File: config.mk
export PLATFORM = sky130hd
export DESIGN_NAME = cfg_shadow_sync
export DESIGN_NICKNAME = d
export VERILOG_FILES = /design/src/rtl/cfg_sync_pkg.sv /design/src/rtl/cfg_shadow_bank.sv /design/src/rtl/cfg_sync_seq.sv /design/src/rtl/cfg_spi_tx.sv /design/src/rtl/cfg_shadow_sync.sv
export SDC_FILE = /design/constraint.sdc
export NUM_CORES = 1
export LEC_CHECK = 0
export ABC_CLOCK_PERIOD_IN_PS = 7200
export BUFFER_PORTS_ARGS = -buffer_cell sky130_fd_sc_hd__buf_2
export CORE_ASPECT_RATIO = 1.4
export CORE_MARGIN = 8
export CORE_UTILIZATION = 23
export DETAILED_ROUTE_END_ITERATION = 8
export SLEW_MARGIN = 10
export SYNTH_ARGS = -nofsm -noshare
export SYNTH_HDL_FRONTEND = slang
export SYNTH_SLANG_ARGS = --single-unit
File: constraint.sdc
create_clock -name clk -period 7.2 [get_ports clk]
set_input_delay 1.44 -clock clk [delete_from_list [all_inputs] [get_ports clk]]
set_output_delay 1.44 -clock clk [all_outputs]
set_load 0.01 [all_outputs]
File: src/rtl/cfg_sync_pkg.sv
package cfg_sync_pkg;
   typedef enum logic [1:0] {
      SQ_IDLE = 2'd0,
      SQ_SCAN = 2'd1,
      SQ_XFER = 2'd2
   } seq_state_t;
endpackage

File: src/rtl/cfg_shadow_bank.sv
module cfg_shadow_bank #(
   parameter int N      = 6,
   parameter int W      = 32,
   parameter int IW     = 3,
   parameter int PD_REG = 2,
   parameter int PD_BIT = 5
) (
   input  logic                 clk,
   input  logic                 rst_n,
   input  logic                 host_wr,
   input  logic [IW-1:0]        host_addr,
   input  logic [W-1:0]         host_wdata,
   input  logic                 pd_wr,
   input  logic                 pd_val,
   input  logic                 hw_we,
   input  logic [IW-1:0]        hw_idx,
   input  logic [W-1:0]         hw_data,
   output logic [N-1:0][W-1:0]  shadow_q,
   output logic [N-1:0][W-1:0]  hw_q,
   output logic [W-1:0]         host_rdata
);
   for (genvar g = 0; g < N; g++) begin : g_word
      always_ff @(posedge clk) begin
         if (!rst_n) begin
            shadow_q[g] <= '0;
            hw_q[g]     <= '1;
         end else begin
            if (host_wr && host_addr == IW'(g))
               shadow_q[g] <= {host_wdata[W-1:IW], {IW{1'b0}}};
            else if (pd_wr && g == PD_REG)
               shadow_q[g][PD_BIT] <= pd_val;
            if (hw_we && hw_idx == IW'(g))
               hw_q[g] <= hw_data;
         end
      end
   end

   always_comb begin
      host_rdata = '0;
      for (int i = 0; i < N; i++)
         if (host_addr == IW'(i)) host_rdata = hw_q[i];
   end
endmodule

File: src/rtl/cfg_sync_seq.sv
module cfg_sync_seq
   import cfg_sync_pkg::*;
#(
   parameter int          N        = 6,
   parameter int          W        = 32,
   parameter int          IW       = 3,
   parameter logic [N-1:0] DBL_MASK = 6'b010010
) (
   input  logic                 clk,
   input  logic                 rst_n,
   input  logic                 sync_req,
   input  logic [N-1:0][W-1:0]  shadow_q,
   input  logic [N-1:0][W-1:0]  hw_q,
   input  logic                 tx_done,
   output logic                 tx_start,
   output logic [W-1:0]         tx_word,
   output logic                 hw_we,
   output logic [IW-1:0]        hw_idx,
   output logic [W-1:0]         hw_data,
   output logic                 busy
);
   seq_state_t    st;
   logic [IW-1:0] idx;
   logic          dbl;
   logic          pend;
   logic [W-1:0]  held;
   logic          need;
   logic          last;

   assign need    = (shadow_q[idx] != hw_q[idx]) || (idx == '0 && dbl);
   assign last    = (idx == '0);
   assign busy    = (st != SQ_IDLE);
   assign hw_we   = (st == SQ_XFER) && tx_done;
   assign hw_idx  = idx;
   assign hw_data = held;

   always_ff @(posedge clk) begin
      if (!rst_n) begin
         st       <= SQ_IDLE;
         idx      <= '0;
         dbl      <= 1'b0;
         pend     <= 1'b0;
         held     <= '0;
         tx_word  <= '0;
         tx_start <= 1'b0;
      end else begin
         tx_start <= 1'b0;
         if (st != SQ_IDLE && sync_req) pend <= 1'b1;
         unique case (st)
            SQ_IDLE: if (sync_req) begin
               st   <= SQ_SCAN;
               idx  <= IW'(N-1);
               dbl  <= 1'b0;
               pend <= 1'b0;
            end
            SQ_SCAN: begin
               if (need) begin
                  held     <= shadow_q[idx];
                  tx_word  <= shadow_q[idx] | W'(idx);
                  tx_start <= 1'b1;
                  st       <= SQ_XFER;
                  if (DBL_MASK[idx]) dbl <= 1'b1;
               end else if (!last) begin
                  idx <= idx - 1'b1;
               end else if (pend || sync_req) begin
                  idx  <= IW'(N-1);
                  dbl  <= 1'b0;
                  pend <= 1'b0;
               end else begin
                  st <= SQ_IDLE;
               end
            end
            SQ_XFER: if (tx_done) begin
               if (!last) begin
                  idx <= idx - 1'b1;
                  st  <= SQ_SCAN;
               end else if (pend || sync_req) begin
                  idx  <= IW'(N-1);
                  dbl  <= 1'b0;
                  pend <= 1'b0;
                  st   <= SQ_SCAN;
               end else begin
                  st <= SQ_IDLE;
               end
            end
            default: st <= SQ_IDLE;
         endcase
      end
   end
endmodule

File: src/rtl/cfg_spi_tx.sv
module cfg_spi_tx #(
   parameter int W       = 32,
   parameter int CLK_DIV = 2
) (
   input  logic         clk,
   input  logic         rst_n,
   input  logic         start,
   input  logic [W-1:0] word,
   output logic         sclk,
   output logic         cs_n,
   output logic         mosi,
   output logic         done
);
   localparam int BW = $clog2(W);
   localparam int DW = (CLK_DIV > 1) ? $clog2(CLK_DIV) : 1;

   logic          active;
   logic [W-1:0]  shreg;
   logic [BW-1:0] bitcnt;
   logic          tick;

   if (CLK_DIV == 1) begin : g_nodiv
      assign tick = 1'b1;
   end else begin : g_div
      logic [DW-1:0] divcnt;
      assign tick = (divcnt == DW'(CLK_DIV-1));
      always_ff @(posedge clk) begin
         if (!rst_n || !active || tick) divcnt <= '0;
         else                           divcnt <= divcnt + 1'b1;
      end
   end

   assign mosi = shreg[W-1];

   always_ff @(posedge clk) begin
      if (!rst_n) begin
         active <= 1'b0;
         sclk   <= 1'b0;
         cs_n   <= 1'b1;
         shreg  <= '0;
         bitcnt <= '0;
         done   <= 1'b0;
      end else begin
         done <= 1'b0;
         if (!active) begin
            if (start) begin
               active <= 1'b1;
               cs_n   <= 1'b0;
               sclk   <= 1'b0;
               shreg  <= word;
               bitcnt <= '0;
            end
         end else if (tick) begin
            if (!sclk) begin
               sclk <= 1'b1;
            end else begin
               sclk <= 1'b0;
               if (bitcnt == BW'(W-1)) begin
                  active <= 1'b0;
                  cs_n   <= 1'b1;
                  done   <= 1'b1;
               end else begin
                  shreg  <= shreg << 1;
                  bitcnt <= bitcnt + 1'b1;
               end
            end
         end
      end
   end
endmodule

File: src/rtl/cfg_shadow_sync.sv
module cfg_shadow_sync #(
   parameter int             NUM_REGS = 6,
   parameter int             WORD_W   = 32,
   parameter int             CLK_DIV  = 2,
   parameter int             PD_REG   = 2,
   parameter int             PD_BIT   = 5,
   parameter logic [5:0]     DBL_MASK = 6'b010010
) (
   input  logic              clk,
   input  logic              rst_n,
   input  logic              host_wr,
   input  logic [2:0]        host_addr,
   input  logic [WORD_W-1:0] host_wdata,
   output logic [WORD_W-1:0] host_rdata,
   input  logic              pd_wr,
   input  logic              pd_val,
   input  logic              sync_req,
   output logic              spi_sclk,
   output logic              spi_cs_n,
   output logic              spi_mosi,
   output logic              spi_load,
   output logic              busy
);
   localparam int IW = 3;

   if (NUM_REGS < 2 || NUM_REGS > (1 << IW)) begin : g_bad_n
      $error("NUM_REGS must lie in 2..8");
   end
   if (PD_BIT < IW || PD_BIT >= WORD_W || PD_REG >= NUM_REGS) begin : g_bad_pd
      $error("power-down bit must sit above the index field in an existing word");
   end
   if (CLK_DIV < 1 || NUM_REGS != 6) begin : g_bad_div
      $error("CLK_DIV must be at least 1 and NUM_REGS must match DBL_MASK width");
   end

   logic [NUM_REGS-1:0][WORD_W-1:0] shadow_q, hw_q;
   logic              hw_we, tx_start, tx_done, wr_ok, kick;
   logic [IW-1:0]     hw_idx;
   logic [WORD_W-1:0] hw_data, tx_word;

   assign wr_ok = host_wr && (int'(host_addr) < NUM_REGS);
   assign kick  = wr_ok || pd_wr || sync_req;

   cfg_shadow_bank #(.N(NUM_REGS), .W(WORD_W), .IW(IW), .PD_REG(PD_REG), .PD_BIT(PD_BIT)) u_bank (
      .clk(clk), .rst_n(rst_n), .host_wr(wr_ok), .host_addr(host_addr),
      .host_wdata(host_wdata), .pd_wr(pd_wr), .pd_val(pd_val),
      .hw_we(hw_we), .hw_idx(hw_idx), .hw_data(hw_data),
      .shadow_q(shadow_q), .hw_q(hw_q), .host_rdata(host_rdata)
   );

   cfg_sync_seq #(.N(NUM_REGS), .W(WORD_W), .IW(IW), .DBL_MASK(DBL_MASK)) u_seq (
      .clk(clk), .rst_n(rst_n), .sync_req(kick), .shadow_q(shadow_q), .hw_q(hw_q),
      .tx_done(tx_done), .tx_start(tx_start), .tx_word(tx_word),
      .hw_we(hw_we), .hw_idx(hw_idx), .hw_data(hw_data), .busy(busy)
   );

   cfg_spi_tx #(.W(WORD_W), .CLK_DIV(CLK_DIV)) u_tx (
      .clk(clk), .rst_n(rst_n), .start(tx_start), .word(tx_word),
      .sclk(spi_sclk), .cs_n(spi_cs_n), .mosi(spi_mosi), .done(tx_done)
   );

   assign spi_load = tx_done;
endmodule

Word-level counts from Yosys, hierarchy flattened
Memory sizes are Yosys's and may differ from the RTL's. A register that Yosys moved wholly into a read port is not among the register bits.
Index checks and enable logic that the tools add are counted.
{ "classes": {"n_addsub": 3, "magnitude_cmp": 2, "eq_ne": 24, "mux": 68, "n_bitwise": 1, "n_reduce_logical": 40} }
{ "ops": {"columns": ["cell", "n"], "rows": [
  ["32-bit two-way mux", 13],
  ["32-bit binary-select mux with 3-bit select", 2],
  ["32-bit != test", 1],
  ["32-bit by 3-bit bitwise OR with 32-bit output", 1],
  ["1-bit two-way mux", 31],
  ["5-bit two-way mux", 5],
  ["4-bit AND reduction", 6],
  ["3-bit two-way mux", 7],
  ["1-bit logical AND", 16],
  ["3-bit by 2-bit == test with 1-bit output (second input constant)", 4],
  ["3-bit == test (second input constant)", 4],
  ["2-bit two-way mux", 6],
  ["3-bit case mux with 3 select lines", 1],
  ["2-bit != test (second input constant)", 4],
  ["3-bit by 1-bit == test with 1-bit output (second input constant)", 2],
  ["3-bit logical NOT", 2],
  ["1-bit logical OR", 6],
  ["2-bit by 1-bit != test with 1-bit output (second input constant)", 3],
  ["1-bit case mux with 3 select lines", 2],
  ["2-bit case mux with 3 select lines", 1],
  ["2-bit AND reduction", 3],
  ["2-bit nonzero test", 3],
  ["5-bit by 1-bit adder with 5-bit output (second input constant)", 1],
  ["5-bit == test (second input constant)", 1],
  ["12 further kinds", 13]
]} }
{ "word_totals": {"regBits": 480, "mem_bits_ro": 8, "input_bits": 41, "output_inout_bits": 37, "word_cells": 166, "memories": 1} }
{ "mem_list": {"columns": ["memory", "depth", "word_bits", "rd", "rd_ports_with_merged_regs", "write_ports", "line", "text"], "rows": [
  ["(no name shown)", 8, 1, 1, 1, 0, "cfg_sync_seq.sv:62", "if (DBL_MASK[idx]) dbl <= 1'b1;"]
]} }

Depth between registers and ports, before layout
Gate-level depths: netlist (run 1).
{ "logic_depth": {"word_depth": 11, "mapped_depth": 14, "ltp_nobuf": 10} }

Modules after synthesis
From an unflattened synthesis (run 1), not the netlist that was laid out.
{ "unflattened": {"hier_cells": 2542, "hier_area_um2": 21617.0} }
{ "modules_own_cells": {"columns": ["mod", "n_inst", "cells_per_inst", "area_each_um2", "seq_area_each_um2"], "rows": [
  ["cfg_shadow_bank", 1, 1730, 14295.0, 7327.0],
  ["cfg_sync_seq", 1, 616, 5410.2, 880.8],
  ["cfg_spi_tx", 1, 194, 1898.1, 840.8],
  ["cfg_shadow_sync", 1, 2, 13.8, 0.0]
]} }

Worst setup path before layout (run 1)
Ideal clock, no wire load.
{ "synth_path": {"path_kind": "input-to-output", "from": "input port host_addr[0]", "to": "output port host_rdata[1]", "arrival_ns": 3.451, "required_time_ns": 5.760, "slack_ns": 2.309, "path_stages": 8, "path_buffers": 5, "path_cell_list": "buf_1 clkbuf_1 buf_1 nor2_1 clkbuf_1 nand2_1 o221ai_1 buf_4"} }
{ "synth_between": {"elab_chain_len": 7, "word_cells_on_any_way": 12, "cone_classes": "eq/ne: 5; mux: 6; reduce/logical: 1"} }
{ "synth_lines": {"columns": ["item", "line", "text"], "rows": [
  ["start, declared", "cfg_shadow_sync.sv:12", "input logic [2:0] host_addr,"],
  ["3-bit logical NOT", "cfg_shadow_bank.sv:41", "if (host_addr == IW'(i)) host_rdata = hw_q[i];"],
  ["32-bit two-way mux (5 in a row)", "cfg_shadow_bank.sv:41", null],
  ["32-bit two-way mux *", "cfg_shadow_bank.sv:41", null],
  ["end, declared", "cfg_shadow_sync.sv:14", "output logic [WORD_W-1:0] host_rdata,"]
]} }
Every way passes the cells marked *; elsewhere a longest branch is shown, timed or not.

Worst setup path after layout (run 1)
{ "layout_path": {"from": "input port host_addr[1]", "to": "output port host_rdata[10]"} }
Same word-level chain as after synthesis.

==> results.md, run 1 <==
* Outcome: finished clean
* Crit path largest cell delay at 540 ps
* TritonCTS Buffers at 44
* Synthesized area at 0.0211 mm2
* Final Cycle Share at 72.6%
* Reg2reg start: u_seq.hw_idx[1]
* WL final at 73.0 mm
* Max Slew Vio Count at 0
* Synth Register Bits at 437
* Crit Path Max Fanout at 27
* Htree depth at 2
* Final Hold Fails at 0
* Hold_buf cts at 0
* CP Data Required Time at 5760 ps
* FP Rows at 131
* Yosys top cell area share at 41.5%
* Multi-input gate area at 0.0113 mm2
* Resized Gates After CTS at 0
* Max-Cap Viols at 0
* Maximum root-to-sink buffer count at 3
* Ratio of cells with drive above 1 in the final layout at 11.4%
* WHS at 461 ps
* Largest net degree at the start of global routing at 179
* Initial antenna violation count at 16
* Die area at 0.102 mm2
* Sink Count at 437
* CP endpoint kind: primary output
* Routed length per instance at 19.8 um
* Worst EP arrival at 3790 ps
* Mapped Nets at 2565
* Count of flip-flops with a built-in enable after synthesis at 0
* Setup TNS at 0 ps
* Highest clock rate at 191 MHz
* Top cells by area, synth: dfxtp_1 42%, nand2_1 14%, mux2i_1 8.0%
* Die Width at 272 um
* Kind of critical path: input port to primary output
* Hold Path Cell Cnt at 2
* Peak supply drop at 0.154 mV
* Post-Syn Instances at 2513
* FILL cells at 9727
* Final setup vio count at 0
* Core area at 0.0910 mm2
* Unique masters post-synth at 62
* Yosys top cell by area: dfxtp_1
* Via density at 4.83
* Worst reg2reg path endpoint: u_seq.tx_word[10]
* Buffers on Ports at 74
* Fin nets at 2503
* Crit-path cells: buf_2 > buf_4 > nand2b_2 > buf_4 > o221ai_1 > buf_2
* Syn_area_per_cell at 8.39 um2
* Reg2reg setup slack at 2310 ps
* Congestion Overflow GR at 0
* Yosys warnings at 0
* Storage cell area at 0.00876 mm2
* Post CTS Setup Buffer Count at 0
* Initial DRC Count at 1360
* Dominant synthesized flop cell: dfxtp_1
* Clk_skew at 27.6 ps
* Min-delay worst type: flop to flop
* Detailed Place HPWL at 46.8 mm
* RD Place Congestion at 0.815
* ANT nets after route at 0
* Vias post-DR at 17.8k
* RSZ-0062 raised after global routing: no
* Clk root buf: clkbuf_16
* First-pass GRT wire length at 109 mm
* Ys async rst share at 0%
* Kind of start point of the critical path: input port
* Residual DRC at 0
* Min cycle time layout at 5230 ps
* Clk pin slew, worst setup/hold paths at 60 ps
* I/O Pins at 78
* Layout area overhead at 13.4%
* Clk Latency, worst-skew pair at 570 ps
* P_leak at 0.00942 uW
* Slowest cell on crit path: buf_4
* Worst Hold Launch: u_bank.hw_q[34]
* Die Ht at 374 um
* Path depth of the worst reg2reg path at 11
* GRT Total Usage at 13.7%
* P per Cell Area at 279 mW/mm2
* Worst hold path endpoint: u_bank.hw_q[34]
* Vias in the first global route at 16.9k
* CTS tree: yes
* Initial Util at 23.2%
* Max-Slew Margin vs Limit at 23.3%
* DRT Pass-1 Iters at 4
* Slew @ Worst Pin at 1150 ps
* Sequential share of the synthesized area at 41.5%
* Total power at 6660 uW
-- synthesized netlist by cell type (all sizes together) (20+ instances only) --
| cell type | n |
|---|---|
| nand2 | 798 |
| dfxtp | 437 |
| nand3 | 182 |
| a21boi | 180 |
| clkbuf | 172 |
| mux2i | 169 |
| nor2 | 56 |
| buf | 49 |
| mux4 | 48 |
| o22ai | 41 |
| a21oi | 40 |
| inv | 38 |
| xnor2 | 37 |
| nor2b | 33 |
| o211a | 33 |
| xor2 | 24 |
| o221ai | 20 |
-- power breakdown --
group / switching [uW] / internal (uW)
registers: 167 / 2520
clock network: 1010 / 1430
logic: 969 / 559
total: 2150 / 4510
-- flip-flops by register name, indices dropped and copies added (netlist names), named ones only --
| name | flops |
|---|---|
| u_bank.hw_q | 180 |
| u_bank.shadow_q | 174 |
| u_seq.dbl | 1 |
| u_seq.hw_data | 1 |
| u_seq.hw_idx | 3 |
| u_seq.pend | 1 |
| u_seq.st | 2 |
| u_seq.tx_start | 1 |
| u_seq.tx_word | 31 |
| u_tx.active | 1 |
| u_tx.bitcnt | 5 |
| u_tx.cs_n | 1 |
| u_tx.done | 1 |
| u_tx.g_div.divcnt | 1 |
| u_tx.sclk | 1 |
| u_tx.shreg | 32 |
-- layout make-up --
type / count / area share [%]
Timing Repair Buffer: 113 / 2.93
Antenna cell: 3 / 0.0314
Inverter: 38 / 0.597
Tap cell: 1197 / 6.26
Sequential cell: 437 / 36.6
Clock inverter: 10 / 0.565
Clock buffer: 71 / 5.83
Multi-Input combinational cell: 1817 / 47.2
-- metrics by stage --
stage	instance area, um2	setup WS [ps]	instances	utilization (%)
after floorplan	21100	2310	2513	-
after global placement	22400	2010	3602	24.6
after detailed placement	22400	1980	3602	24.6
after CTS	23900	1970	3683	26.3
after global routing	23900	1940	3683	26.3
final	23900	1970	3686	26.3
-- cell usage in the layout, fill, tap and decap left out, drive strengths merged, types with 4 or more instances in the layout --
master  instances
o22ai          41
clkbuf         71
mux2           17
xnor2          37
nor4            7
a21boi        180
a21oi          40
buf           113
and2           11
nand2b         11
dfxtp         437
and3            6
nand2         798
inv            40
o211a          33
a211o           7
nor2b          33
o221ai         20
a21o            7
nor3            6
nand4          11
mux4           48
o21ai          13
ha             11
nand3         182
nor2           56
o22a            8
o211ai          9
clkinv          4
mux2i         169
xor2           24
-- worst max-delay path by stage --
stage                 startpoint             end  slack, ps
global route        host_addr[0]   host_rdata[0]       1940
detailed placement  host_addr[0]  host_rdata[15]       1980
global placement    host_addr[0]  host_rdata[15]       2010
CTS                 host_addr[0]  host_rdata[15]       1970
floorplan           host_addr[0]   host_rdata[1]       2310
finish              host_addr[1]  host_rdata[10]       1970
-- cells by family after synthesis --
group	after synthesis	synth area share, %
compound gates	382	13.6
buf+inv	259	5.34
simple gates	1129	22.3
flops	437	41.5
fa+ha+maj	11	0.653
xor+xnor	61	2.53
mux	234	14.1
-- critical path: cells and delay by family --
kind,cells,cell delay (ps)
simple gates,1,410
compound gates,1,370
buf+inv,4,1540
-- layer usage --
layer  track usage (%)  up-vias  wire, um
met5                 0        -        69
met4              6.81       10      3930
met3              2.29      212      4800
met2              23.3      615     35000
met1              16.6     8578     29200
li1                  -     8382         -
Power figures use the tool's default switching activity.
==> run 2, diff against run 1 <==
--- a/config.mk
+++ b/config.mk
@@ -5,7 +5,7 @@
 export SDC_FILE = /design/constraint.sdc
 export NUM_CORES = 1
 export LEC_CHECK = 0
-export ABC_CLOCK_PERIOD_IN_PS = 7200
+export ABC_CLOCK_PERIOD_IN_PS = 4460
 export BUFFER_PORTS_ARGS = -buffer_cell sky130_fd_sc_hd__buf_2
 export CORE_ASPECT_RATIO = 1.4
 export CORE_MARGIN = 8
==> constraint.sdc (replaced) <==
create_clock -name clk -period 4.46 [get_ports clk]
set_input_delay 0.892 -clock clk [delete_from_list [all_inputs] [get_ports clk]]
set_output_delay 0.892 -clock clk [all_outputs]
set_load 0.01 [all_outputs]
==> run 2 against run 1 <==
Count of clock-buffer cells in the layout decreased by 13. Critical path depth increased by 1. Sequential cell count unchanged. Cell area increased by 0.79%. Non-clock buffer count increased by 34. Worst hold slack about the same. Power increased by 60%. Combinational power increased by 75%. First-iteration DRC count increased by 19%. Highest routed layer unchanged.
==> results.md, run 2 (synthesis results as in run 1) <==
* Clk pin slew, worst setup/hold paths at 70 ps (about the same)
* Outcome: finished clean
* CP Data Required Time at 3570 ps (-2190 ps)
* Non-Filler Instances at 3717 (+0.84%)
* Reg2reg setup slack at 650 ps (-1660 ps)
* Kind of start point of the critical path: input port
* Crit Path Max Fanout at 26 (-3.7%)
* Multi-input gate area at 0.0113 mm2 (about the same)
* Max reg flops at 180 (unchanged)
* TritonCTS Buffers at 42 (-4.5%)
* Worst reg2reg path endpoint: u_seq.tx_word[5]
* DRT Pass-1 Iters at 7 (+3)
* Post CTS Setup Buffer Count at 0 (unchanged)
* CTS tree: yes
* RD Place Congestion at 0.898 (+10%)
* Worst EP arrival at 2930 ps (-860 ps)
* Initial antenna violation count at 14 (-2)
* Die Ht at 374 um (unchanged)
* Peak supply drop at 0.269 mV (+74%)
* Htree depth at 2 (unchanged)
* Via density at 4.82 (-0.27%)
* Hold_buf cts at 0 (unchanged)
* Max Slew Vio Count at 0 (unchanged)
* Die area at 0.102 mm2 (unchanged)
* Layout area overhead at 14.3%
* Kind of critical path: input port to primary output
* Resized Gates After CTS at 0 (unchanged)
* Clk_skew at 21.1 ps (-6.49 ps)
* Highest clock rate at 262 MHz
* Detailed Place HPWL at 48.9 mm (+4.6%)
* Placed cell count at 3636 (+0.94%)
* Most frequent cells in the layout: 795 x nand2_1, 433 x dfxtp_1, 181 x nand3_1, 180 x a21boi_0, 169 x mux2i_1
* Setup TNS at 0 ps (unchanged)
* Clk root buf: clkbuf_16
* FILL cells at 9740 (+0.13%)
* P_leak at 0.00954 uW (+1.2%)
* First-pass GRT wire length at 109 mm (+0.23%)
* Final Hold Fails at 0 (unchanged)
* CP endpoint kind: primary output
* Sink Count at 437 (unchanged)
* Largest net degree at the start of global routing at 104 (-42%)
* Die Width at 272 um (unchanged)
* P per Cell Area at 443 mW/mm2 (+59%)
* Congestion Overflow GR at 0 (unchanged)
* Biggest register: u_bank.hw_q
* I/O Pins at 78 (unchanged)
* Final Cycle Share at 85.7%
* Routed length per instance at 19.5 um (-1.3%)
* Max-Cap Viols at 0 (unchanged)
* Initial Util at 23.2% (unchanged)
* Final WS setup at 636 ps (-1340 ps)
* Reg2reg start: u_seq.hw_idx[0]
* Place WS at 684 ps (-1290 ps)
* RSZ-0062 raised after global routing: no
* Residual DRC at 0 (unchanged)
* ANT nets after route at 0 (unchanged)
* WL final at 72.6 mm (-0.51%)
* Max-Slew Margin vs Limit at 35.1% (+12 points)
* GRT Total Usage at 13.7% (-0.051 points)
* Worst hold path endpoint: u_bank.hw_q[66]
* Worst Hold Launch: u_bank.hw_q[66]
* Fin nets at 2535 (+1.3%)
* FP Rows at 131 (unchanged)
* Clk Latency, worst-skew pair at 570 ps (about the same)
* Storage cell area at 0.00876 mm2 (unchanged)
* Vias post-DR at 17.9k (+0.57%)
* Ratio of cells with drive above 1 in the final layout at 12.3% (+0.90 points)
* Maximum root-to-sink buffer count at 3 (unchanged)
* Commonest non-fill, non-tap cell in the layout: nand2_1
* Path depth of the worst reg2reg path at 9 (-2)
* Core area at 0.0910 mm2 (unchanged)
* Final setup vio count at 0 (unchanged)
* Min-delay worst type: flop to flop
* WHS at 461 ps (+0.189 ps)
* Initial DRC Count at 1624 (+19%)
* Slew @ Worst Pin at 970 ps (-181 ps)
* Min cycle time layout at 3820 ps
* Hold Path Cell Cnt at 2 (unchanged)
* Buffers on Ports at 74 (unchanged)
* Vias in the first global route at 17.2k (+1.6%)
* Largest registers: u_bank.hw_q: 180 flops, u_bank.shadow_q: 174 flops, u_tx.shreg: 32 flops
-- run 2: worst max-delay path by stage --
stage | start | endpoint | slack [ps] | cells past startpoint
2_1_floorplan | host_addr[0] | host_rdata[1] | 660 | 8
3_3_place_gp | host_addr[0] | host_rdata[10] | 660 | 7
3_5_place_dp | host_addr[0] | host_rdata[10] | 680 | 7
4_1_cts | host_addr[0] | host_rdata[10] | 680 | 7
5_1_grt | u_seq.hw_idx[0] | u_seq.pend | 540 | 10
6_report | host_addr[0] | host_rdata[17] | 640 | 7
-- run 2: critical path, cell delays in order --
cell and delay [ps]:
buf_4 410, buf_4 530, mux2i_1 140, nor2_1 110, a21oi_1 50, o221ai_1 500
buf_2 240
-- run 2: layer usage --
layer  GRT usage (%)  vias to the layer above  wire length (um)
met5               0                        -                67
met4            6.58                       10              3610
met3            2.66                      174              4960
met2            23.0                      634             34500
met1            16.6                     8637             29500
li1                -                     8443                 -
-- run 2: layout make-up --
class	instances	area share, %
sequential	437	36.3
clock buffer	58	4.82
clock inverter	18	0.940
timing repair buffer	147	4.28
antenna	5	0.0519
multi-input combinational	1817	46.8
tap	1197	6.22
inverter	38	0.592
-- run 2: per-stage QoR --
stage	utilization [%]	total power, uW	cell area (um2)
final	26.5	10700	24100
after global routing	26.5	11100	24100
after CTS	26.5	10700	24100
after detailed placement	25.0	7030	22700
after floorplan	-	6110	21100
after global placement	25.0	7020	22700
-- run 2: power by group --
group,internal [uW],switching [uW]
clock network,2080,1620
registers,4070,223
logic,1040,1640
==> run 3, diff against run 2 <==
--- a/config.mk
+++ b/config.mk
@@ -5,13 +5,13 @@
 export SDC_FILE = /design/constraint.sdc
 export NUM_CORES = 1
 export LEC_CHECK = 0
-export ABC_CLOCK_PERIOD_IN_PS = 4460
+export ABC_CLOCK_PERIOD_IN_PS = 4300
 export BUFFER_PORTS_ARGS = -buffer_cell sky130_fd_sc_hd__buf_2
 export CORE_ASPECT_RATIO = 1.4
 export CORE_MARGIN = 8
 export CORE_UTILIZATION = 23
 export DETAILED_ROUTE_END_ITERATION = 8
-export SLEW_MARGIN = 10
+export SLEW_MARGIN = 20
 export SYNTH_ARGS = -nofsm -noshare
 export SYNTH_HDL_FRONTEND = slang
 export SYNTH_SLANG_ARGS = --single-unit
==> constraint.sdc (replaced) <==
create_clock -name clk -period 4.3 [get_ports clk]
set_input_delay 0.86 -clock clk [delete_from_list [all_inputs] [get_ports clk]]
set_output_delay 0.86 -clock clk [all_outputs]
set_load 0.01 [all_outputs]
==> run 3 against run 2 <==
Global-route usage decreased by 0.11 points. Critical path depth decreased by 2. Die area unchanged. Sequential share of layout area increased by 0.078 points. Register-to-register slack improved by 80 ps. Count of clock-buffer cells in the layout increased by 8. Sequential cell count unchanged. Clock skew increased by 7.4 ps. Combinational power about the same. Cell area decreased by 0.21%. Critical path type unchanged. Critical endpoint is now host_rdata[10]. Largest power group unchanged.
==> results.md, run 3 (synthesis results as in run 1) <==
* Min cycle time layout at 3600 ps
* ANT nets after route at 0 (unchanged)
* Residual DRC at 0 (unchanged)
* I/O Pins at 78 (unchanged)
* Routed length per instance at 19.6 um (+0.19%)
* Initial antenna violation count at 13 (-1)
* Most common cell on crit path: buf_2
* Crit-path cells: buf_2 > nand2b_2 > buf_12 > o221ai_1 > buf_2
* CP endpoint kind: primary output
* Final Cell Area at 0.0240 mm2 (-0.21%)
* Max Slew Vio Count at 0 (unchanged)
* Detailed Place HPWL at 48.4 mm (-1.1%)
* Kind of critical path: input port to primary output
* Fin util at 26.4% (-0.056 points)
* Cell family with most CP delay: buffers and inverters
* Worst path depth at 5 (-2)
* Post CTS Setup Buffer Count at 0 (unchanged)
* Die Width at 272 um (unchanged)
* Peak supply drop at 0.337 mV (+25%)
* CP Data Required Time at 3440 ps (-130 ps)
* GRT Total Usage at 13.6% (-0.11 points)
* Slew @ Worst Pin at 1050 ps (+83.3 ps)
* Worst reg2reg path endpoint: u_seq.tx_word[8]
* Via density at 4.82 (+0.19%)
* Vias in the first global route at 16.7k (-2.9%)
* Vias post-DR at 17.9k (-0.028%)
* Slowest cell on crit path: o221ai_1
* RSZ-0062 raised after global routing: no
* P_leak at 0.00950 uW (-0.41%)
* Clk pin slew, worst setup/hold paths at 60 ps (about the same)
* Most frequent cells in the layout: 795 x nand2_1, 433 x dfxtp_1, 182 x nand3_1, 180 x a21boi_0, 169 x mux2i_1
* Resized Gates After CTS at 0 (unchanged)
* Critical path endpoint: host_rdata[10]
* Crit Path Max Fanout at 20 (-23%)
* Min-delay worst type: flop to flop
* TritonCTS Buffers at 43 (+2.4%)
* Largest registers: u_bank.hw_q: 180 flops, u_bank.shadow_q: 174 flops, u_tx.shreg: 32 flops
* Fin nets at 2531 (-0.16%)
* Max-Slew Margin vs Limit at 29.4% (-5.7 points)
* Die area at 0.102 mm2 (unchanged)
* Outcome: finished clean
* Path depth of the worst reg2reg path at 11 (+2)
* CTS tree: yes
* Layout area overhead at 14.1%
* Initial Util at 23.2% (unchanged)
* Commonest non-fill, non-tap cell in the layout: nand2_1
* First-pass GRT wire length at 108 mm (-1.2%)
* CP startpoint: host_addr[2]
* Reg2reg setup slack at 730 ps (+80 ps)
* Final Hold Fails at 0 (unchanged)
* Worst EP arrival at 2740 ps (-190 ps)
* Clk_skew at 28.4 ps (+7.36 ps)
* WL final at 72.6 mm (about the same)
* Ratio of cells with drive above 1 in the final layout at 11.9% (-0.41 points)
* Initial DRC Count at 1536 (-5.4%)
* Buf+Inv Stages, Crit Path at 3 (unchanged)
* FP Rows at 131 (unchanged)
* Max-Cap Viols at 0 (unchanged)
* Hold_buf cts at 0 (unchanged)
* P per Cell Area at 452 mW/mm2 (+2.0%)
* Largest net degree at the start of global routing at 127 (+22%)
* Htree depth at 2 (unchanged)
* Placed inst area at 0.0227 mm2 (about the same)
* Highest clock rate at 278 MHz
* Clk root buf: clkbuf_16
* Maximum root-to-sink buffer count at 3 (unchanged)
* Die Ht at 374 um (unchanged)
* Reg2reg start: u_seq.hw_idx[0]
* Congestion Overflow GR at 0 (unchanged)
* RD Place Congestion at 0.851 (-5.2%)
* Final setup vio count at 0 (unchanged)
* Core area at 0.0910 mm2 (unchanged)
* Kind of start point of the critical path: input port
* Sink Count at 437 (unchanged)
* Final Cycle Share at 83.6%
* Crit path largest cell delay at 470 ps (-60 ps)
* Clk Latency, worst-skew pair at 580 ps (about the same)
* Setup TNS at 0 ps (unchanged)
* Max reg flops at 180 (unchanged)
* FILL cells at 9745 (+0.051%)
* Buffers on Ports at 74 (unchanged)
* DRT Pass-1 Iters at 5 (-2)
* Biggest register: u_bank.hw_q
[run 3: layout make-up]
type | count | area [um2] | area share (%)
diodes | 3 | 7.51 | 0.0312
clock buffers | 66 | 1240 | 5.17
well taps | 1197 | 1500 | 6.23
clock inverters | 9 | 91.3 | 0.380
repair buffers | 142 | 1040 | 4.34
multi-input cells | 1817 | 11300 | 46.8
flip-flops and latches | 437 | 8760 | 36.4
inverters | 38 | 143 | 0.593
[run 3: power breakdown]
part | internal (uW) | total, uW | switching (uW)
combinational | 1060 | 2700 | 1650
sequential | 4220 | 4490 | 267
clock | 2000 | 3670 | 1660
total | 7280 | 10900 | 3580
[run 3: how the worst min path moves through the flow]
stage | to | slack (ps) | cells after the start | from
global placement | u_bank.hw_q[98] | 440 | 2 | u_bank.hw_q[98]
finish | u_bank.shadow_q[107] | 460 | 2 | u_bank.shadow_q[107]
detailed placement | u_bank.hw_q[162] | 450 | 2 | u_bank.hw_q[162]
global route | u_bank.shadow_q[169] | 480 | 2 | u_bank.shadow_q[169]
floorplan | u_bank.hw_q[2] | 430 | 2 | u_bank.hw_q[2]
CTS | u_bank.hw_q[162] | 460 | 2 | u_bank.hw_q[162]
[run 3: layer usage]
metal  vias up  global-route usage (%)  wire length (um)
met5         -                       0                75
li1       8442                       -                 -
met2       605                    23.1             34700
met1      8661                    16.9             30200
met3       173                    1.91              4250
met4        12                    5.88              3450
[run 3: through the flow]
stage                     power, uW  worst slack (ps)  std cells  hold slack [ps]
after floorplan                6330               569       2513              432
after global placement         7260               750       3631              442
after detailed placement       7280               745       3631              453
after CTS                     10900               746       3706              462
after global routing          11300               555       3706              478
final                         10900               705       3709              459
[run 3: tightest hold or removal path: stages, from the launching register on]
cell and delay, ps:
dfxtp_1 310, nand2_1 40, a21boi_0 60
